`src/rtl/svga_ext_pkg.sv`:
```
package svga_ext_pkg;
  localparam int DATA_W = 8;
  localparam int IDX_W = 8;
  localparam int PLAIN_N = 5;
  localparam int SEL_W = 3;
  localparam int MEM_W = 2;
  localparam int CLK_SEL_LSB = 2;
  localparam int CLK_SEL_W = 2;
  localparam int DUAL_BIT = 3;
  localparam int HI_LSB = 3;

  localparam logic [IDX_W-1:0] IDX_FIRST = 8'h09;
  localparam logic [IDX_W-1:0] IDX_MEM = 8'h0B;
  localparam logic [IDX_W-1:0] IDX_KEY = 8'h0F;
  localparam logic [2:0] UNLOCK_KEY = 3'b101;
  localparam logic [DATA_W-1:0] KEY_RESET = 8'h05;

  // indices of the fully writable registers, slot order
  localparam logic [IDX_W-1:0] PLAIN_IDX [PLAIN_N] = '{8'h09, 8'h0A, 8'h0C, 8'h0D, 8'h0E};
  localparam int SLOT_BANK_A = 0;
  localparam int SLOT_BANK_B = 1;
  localparam int SLOT_CRT = 3;

  typedef struct packed {
    logic [PLAIN_N-1:0] wrPlain;
    logic wrDual;
    logic wrKey;
    logic rdEn;
    logic [SEL_W-1:0] rdSel;
  } strobe_t;
endpackage

```
`src/rtl/svga_ext_ctrl.sv`:
```
module svga_ext_ctrl
  import svga_ext_pkg::*;
(
  input  logic [IDX_W-1:0] regIndex,
  input  logic             wrStb,
  input  logic             rdStb,
  input  logic [2:0]       keyLow,
  output logic             unlocked,
  output strobe_t          stb
);
  logic inRange;
  logic isKey;
  logic accessOk;

  always_comb begin
    unlocked = (keyLow == UNLOCK_KEY);
    inRange  = (regIndex >= IDX_FIRST) && (regIndex <= IDX_KEY);
    isKey    = (regIndex == IDX_KEY);
    accessOk = isKey || (inRange && unlocked);
  end

  for (genvar k = 0; k < PLAIN_N; k++) begin : g_plainStb
    assign stb.wrPlain[k] = wrStb && unlocked && (regIndex == PLAIN_IDX[k]);
  end

  assign stb.wrDual = wrStb && unlocked && (regIndex == IDX_MEM);
  assign stb.wrKey  = wrStb && isKey;
  assign stb.rdEn   = rdStb;
  // indices 0x09..0x0F have distinct nonzero low bits; zero selects 0x00
  assign stb.rdSel  = accessOk ? regIndex[SEL_W-1:0] : '0;
endmodule

```
`src/rtl/svga_ext_dp.sv`:
```
module svga_ext_dp
  import svga_ext_pkg::*;
(
  input  logic              clk,
  input  logic              rstN,
  input  logic [MEM_W-1:0]  memCfg,
  input  logic [DATA_W-1:0] wrData,
  input  strobe_t           stb,
  output logic [2:0]        keyLow,
  output logic [DATA_W-1:0] rdData,
  output logic [DATA_W-1:0] bankA,
  output logic [DATA_W-1:0] bankB,
  output logic              dualBank,
  output logic [1:0]        crtHi
);
  logic [DATA_W-1:0] plainQ [PLAIN_N];
  logic              dualQ;
  logic [DATA_W-1:0] keyQ;
  logic [MEM_W-1:0]  memSizeQ;
  logic [DATA_W-1:0] memView;
  logic [DATA_W-1:0] rdMux;

  for (genvar k = 0; k < PLAIN_N; k++) begin : g_plain
    always_ff @(posedge clk or negedge rstN) begin
      if (!rstN) plainQ[k] <= '0;
      else if (stb.wrPlain[k]) plainQ[k] <= wrData;
    end
  end

  always_ff @(posedge clk or negedge rstN) begin
    if (!rstN) begin
      dualQ <= 1'b0;
      keyQ  <= KEY_RESET;
    end else begin
      if (stb.wrDual) dualQ <= wrData[DUAL_BIT];
      if (stb.wrKey)  keyQ  <= wrData;
    end
  end

  // installed size is sampled on clock edges while reset is held
  always_ff @(posedge clk) begin
    if (!rstN) memSizeQ <= memCfg;
  end

  always_comb begin
    memView = '0;
    memView[DATA_W-1 -: MEM_W] = memSizeQ;
    memView[DUAL_BIT] = dualQ;
  end

  always_comb begin
    case (stb.rdSel)
      3'd1:    rdMux = plainQ[0];
      3'd2:    rdMux = plainQ[1];
      3'd3:    rdMux = memView;
      3'd4:    rdMux = plainQ[2];
      3'd5:    rdMux = plainQ[3];
      3'd6:    rdMux = plainQ[4];
      3'd7:    rdMux = keyQ;
      default: rdMux = '0;
    endcase
  end

  always_ff @(posedge clk or negedge rstN) begin
    if (!rstN) rdData <= '0;
    else if (stb.rdEn) rdData <= rdMux;
  end

  assign keyLow   = keyQ[2:0];
  assign bankA    = plainQ[SLOT_BANK_A];
  assign bankB    = plainQ[SLOT_BANK_B];
  assign dualBank = dualQ;
  assign crtHi    = plainQ[SLOT_CRT][HI_LSB +: 2];
endmodule

```
`src/rtl/svga_ext_regs.sv`:
```
module svga_ext_regs
  import svga_ext_pkg::*;
(
  input  logic                 clk,
  input  logic                 rstN,
  input  logic [MEM_W-1:0]     memCfg,
  input  logic [IDX_W-1:0]     regIndex,
  input  logic [DATA_W-1:0]    wrData,
  input  logic                 wrStb,
  input  logic                 rdStb,
  output logic [DATA_W-1:0]    rdData,
  input  logic [DATA_W-1:0]    miscOut,
  output logic [DATA_W-1:0]    bankA,
  output logic [DATA_W-1:0]    bankB,
  output logic                 dualBank,
  output logic [1:0]           dispStartHi,
  output logic [1:0]           cursorStartHi,
  output logic [CLK_SEL_W-1:0] clkSel
);
  strobe_t    stb;
  logic [2:0] keyLow;
  logic       unlocked;
  logic [1:0] crtHi;

  svga_ext_ctrl u_ctrl (
    .regIndex(regIndex),
    .wrStb(wrStb),
    .rdStb(rdStb),
    .keyLow(keyLow),
    .unlocked(unlocked),
    .stb(stb)
  );

  svga_ext_dp u_dp (
    .clk(clk),
    .rstN(rstN),
    .memCfg(memCfg),
    .wrData(wrData),
    .stb(stb),
    .keyLow(keyLow),
    .rdData(rdData),
    .bankA(bankA),
    .bankB(bankB),
    .dualBank(dualBank),
    .crtHi(crtHi)
  );

  assign dispStartHi   = crtHi;
  assign cursorStartHi = crtHi;
  assign clkSel        = miscOut[CLK_SEL_LSB +: CLK_SEL_W];
endmodule

```
`config.mk`:
```
export PLATFORM = sky130hd
export DESIGN_NAME = svga_ext_regs
export DESIGN_NICKNAME = d
export VERILOG_FILES = /design/src/rtl/svga_ext_pkg.sv /design/src/rtl/svga_ext_ctrl.sv /design/src/rtl/svga_ext_dp.sv /design/src/rtl/svga_ext_regs.sv
export SDC_FILE = /design/constraint.sdc
export NUM_CORES = 1
export LEC_CHECK = 0
export ABC_AREA = 1
export BUFFER_PORTS_ARGS = -buffer_cell sky130_fd_sc_hd__buf_4
export CORE_MARGIN = 2
export CORE_UTILIZATION = 45
export CTS_CLUSTER_SIZE = 16
export DETAILED_ROUTE_END_ITERATION = 7
export HOLD_SLACK_MARGIN = 0.15
export MAX_ROUTING_LAYER = met4
export PLACE_DENSITY = 0.67
export SLEW_MARGIN = 20
export SYNTH_ARGS = -nofsm -noshare
export SYNTH_HDL_FRONTEND = slang
export SYNTH_HIERARCHICAL = 1
export SYNTH_SLANG_ARGS = --single-unit
```
`constraint.sdc`:
```
create_clock -name clk -period 5 [get_ports clk]
set_clock_uncertainty 0.05 [all_clocks]
set_input_delay 0.75 -clock clk [delete_from_list [all_inputs] [get_ports clk]]
set_output_delay 0.75 -clock clk [all_outputs]
set_load 0.01 [all_outputs]
```
# == Yosys cells after proc, flatten, opt, wreduce, memory -nomap -nowiden ==
# Index checks and enable logic that the tools add are counted.
# op_classes
order_cmp,2
mux,2
n_reduce_logical,11
eq_ne,15
# op_table
operator,count
equality test 8 x 4 -> 1 bit (second input constant),7
case mux 8 bit (7 select lines),1
equality test 3 bit (second input constant),5
logical AND 1 bit,10
>= comparator 8 x 4 -> 1 bit (second input constant),1
<= comparator 8 x 4 -> 1 bit (second input constant),1
equality test 3 x 2 -> 1 bit (second input constant),2
equality test 3 x 1 -> 1 bit (second input constant),1
2-to-1 mux 3 bit,1
logical OR 1 bit,1
# totals
word_cells,39
output_inout_bits,31
ff_bits,59

# == Depth between registers and ports, before layout ==
# logic_depth
word_depth,7
mapped_depth,15
mapped_depth_nobuf,13

# == Hierarchy ==
# Netlist, hierarchy kept.
# modules_own_cells
module,n_inst,area_per_inst_um2,cells_each
svga_ext_dp,1,2951.6,285
svga_ext_ctrl,1,160.2,38
svga_ext_regs,1,30.0,4

# == Worst setup path after synthesis ==
# OpenSTA, ideal clock, no wires.
# synth_timing
path_kind,input to register
from,input regIndex[4]
to,register u_dp.rdData[1]
t_arrival_ns,1.917
setup_ns,0.117
required_ns,4.833
setup_slack_ns,2.916
path_stages,13
n_path_buf,1
cell_sequence,nor2_1 -> nand2_1 -> nor2_2 -> nand2_2 -> a21oi_1 -> inv_1 -> buf_2 -> nand4_1 -> nand2_1 -> nor2_1 -> nand2_1 -> nand2_1 -> nand2_1
# synth_rtl
element,line,source
start: declaration,svga_ext_regs.sv:7,"input logic [IDX_W-1:0] regIndex,"
end signal: assignment,svga_ext_dp.sv:66,else if (stb.rdEn) rdData <= rdMux;
end: declaration,svga_ext_dp.sv:10,"output logic [DATA_W-1:0] rdData,"

==> results.json <==
{
  "status": "completed",
  "drc": 0,
  "setup.worst_path.end_class": "flop",
  "max_freq_ghz": 0.339,
  "viasPerCell": 5.41,
  "drt_iter0_drc": 136,
  "grt_pass1_vias": 2295,
  "fin_crit_ns": 2.95,
  "cp_max_fo": 16,
  "tns_ns": 0,
  "routed_wl_um": 6780,
  "finalCritPeriodShare_pct": 59.1,
  "h-tree-depth": 3,
  "antenna_found_initial": 0,
  "worstMarginPinSlew_ns": 0.973,
  "wl_per_cell_um": 15.8,
  "synth_compound_area_share_pct": 0.956,
  "synth-xor-area-share_pct": 0,
  "maxCapViolations": 0,
  "top_layer": "met4",
  "cp-start-kind": "primary input",
  "post_synth_mux_area_share_pct": 16.5,
  "power.leakage_nw": 1.92,
  "ys_types": 20,
  "synthCells": 327,
  "stdcell_area_sq_um": 3570,
  "drt-met1-wl_um": 2990,
  "setup_ws_ns": 2.05,
  "diodes": 0,
  "place_area_sq_um": 3320,
  "drv_slew": 0,
  "critPathRequiredTime_ns": 5.18,
  "cts_root_buffer": "clkbuf_8",
  "syn_to_final_growth_pct": 13.8,
  "tritoncts": "yes",
  "wl_met2_um": 3280,
  "hold_path.class": "in -> async",
  "setup_violations": 0,
  "syn_area_sq_um": 3140,
  "vias": 2326,
  "post-route-util_pct": 52.9,
  "ys_ff_latch": 59,
  "clock-sinks": 59,
  "clkLatencyLatePin_ns": 0.34,
  "layoutNonFillerInstCount": 430,
  "die_width_um": 87.6,
  "rows": 30,
  "rsz0062_at_grt": "no",
  "dp_cells": 414,
  "synth_area_per_cell_sq_um": 9.61,
  "synth.yosys.seq_area_share_pct": 47.4,
  "antenna_left": 0,
  "core_region_area_sq_um": 6760,
  "grt_overflow": 0,
  "place.detailed.hpwl_um": 4490,
  "finalHoldViolations": 0,
  "ctsHoldBuffers": 0,
  "cts_setup_buffers": 0,
  "power.density_nw_per_um2": 302,
  "die_y_um": 87.6,
  "die_area_sq_um": 7670,
  "port-buffer-count": 50,
  "power_mw": 1.08,
  "syn-num-nets": 357,
  "ioPinCount": 61,
  "arrival_ns": 3.13,
  "cts_resized": 0,
  "grt_max_degree": 59,
  "cts_buffers": 9,
  "synth_top_family_by_area": "simple AND/OR/NAND/NOR gates",
  "synth_adder_area_share_pct": 0,
  "ys.warnings.count": 6,
  "final_layout_size_suffix_gt1_share_pct": 35.7,
  "cts.clk_slew.worst_paths_ns": 0.07,
  "max_slew_margin_pct": 34.9,
  "fin_nets": 375,
  "whs_ns": 0.401,
  "start_util_pct": 46.5,
  "crit_type": "in -> reg",
  "clk_path_buf_depth": 2,
  "dr.pass1.iters": 4,
  "synth_simple_gate_area_share_pct": 21.9,
  "grt_first_pass_wirelength_um": 11100,
  "dr_wl_met3_um": 380,
  "grt_usage_pct": 19.7,
  "vdd_drop_max_mv": 0.152,
  "dp_slack_ns": 1.77,
  "place_congestion": 0.866
}
[kinds of logic after synthesis]
kind of cell / after synthesis
AND/OR/NAND/NOR: 149
buffers and inverters: 67
flip-flops: 59
multiplexers: 46
AO/OA/AOI/OAI: 6
[report_power, final]
part	internal (mW)	leakage [nW]	switching (mW)	total, mW
sequential	0.485	0.792	0.00270	0.488
combinational	0.0154	1.00	0.0243	0.0396
clock	0.361	0.130	0.190	0.551
total	0.861	1.92	0.217	1.08
[layout make-up]
type,count,area (sq um)
clock inverter,5,108
inverter,21,81.3
multi-input combinational,201,1250
timing repair buffer,53,398
fill,621,3180
sequential,59,1490
tap,80,100
clock buffer,11,151
[worst max-delay path, cell delays in order]
cell and delay (ns):
buf_4 0.11, nor2_1 0.14, nand2_1 0.10, nor2_2 0.12, nand2_2 0.09, a21oi_2 0.69
inv_1 0.50, nand3_1 0.28, nor2_1 0.06, nor2_1 0.12, nand2_1 0.06, nand2_1 0.05
nand2_1 0.05
[flip-flops by register name, indices dropped and copies added, names as in the netlist]
signal / count
u_dp/rdData: 8
u_dp/plainQ: 22
u_dp/dualBank: 1
u_dp/bankB: 8
u_dp/bankA: 8
u_dp/keyQ: 8
u_dp/crtHi: 2
u_dp/memSizeQ: 2
[per-layer routing]
layer  GRT usage [%]  up-vias
met5               -        -
met4            7.13        0
met3            5.56       11
met2            30.4       66
met1            24.7     1137
li1                -     1112
[worst paths after layout]
check                                                 from                         end  slack, ns  depth (start not counted)
worst max register to register    u_dp/keyQ[2]$_DFFE_PN1P_  u_dp/rdData[6]$_DFFE_PN0P_       2.08                         11
worst max-delay path                           regIndex[7]  u_dp/rdData[6]$_DFFE_PN0P_       2.05                         13
worst min-delay path                                  rstN   u_dp/bankB[3]$_DFFE_PN0P_       0.40                          1
worst min register to register  u_dp/rdData[1]$_DFFE_PN0P_  u_dp/rdData[1]$_DFFE_PN0P_       0.43                          2
max in group asynchronous                             rstN  u_dp/plainQ[0]$_DFFE_PN0P_       4.01                          1
min in group clk                u_dp/rdData[1]$_DFFE_PN0P_  u_dp/rdData[1]$_DFFE_PN0P_       0.43                          2
[placed cells by master, fill, tap and decap left out]
| cell type | instances |
|---|---|
| nand2_2 | 1 |
| clkbuf_8 | 11 |
| bufinv_16 | 3 |
| a21oi_2 | 3 |
| inv_1 | 19 |
| inv_2 | 1 |
| inv_6 | 1 |
| o21ai_0 | 3 |
| dfstp_2 | 2 |
| mux2_2 | 46 |
| nand2_1 | 69 |
| nor2_2 | 1 |
| edfxtp_1 | 2 |
| dfrtp_1 | 55 |
| nor2_4 | 1 |
| buf_4 | 53 |
| inv_4 | 1 |
| nand3_1 | 11 |
| clkinv_4 | 1 |
| nor2_1 | 25 |
| nand4_1 | 41 |
[Yosys cell counts]
cell type / instances / area (sq um)
nand2_1: 69 / 259
dfrtp_1: 55 / 1380
mux2_2: 46 / 518
nand4_1: 41 / 257
buf_4: 30 / 225
nor2_1: 25 / 93.8
inv_1: 19 / 71.3
nand3_1: 11 / 55.1
buf_2: 10 / 50.1
buf_6: 5 / 56.3
a21oi_1: 3 / 15.0
o21ai_0: 3 / 15.0
dfstp_2: 2 / 52.6
edfxtp_1: 2 / 60.1
clkbuf_1: 1 / 3.75
inv_2: 1 / 3.75
inv_4: 1 / 6.26
nand2_2: 1 / 6.26
nor2_2: 1 / 6.26
nor2_4: 1 / 11.3
No activity file was read; power rests on OpenSTA's default activity.
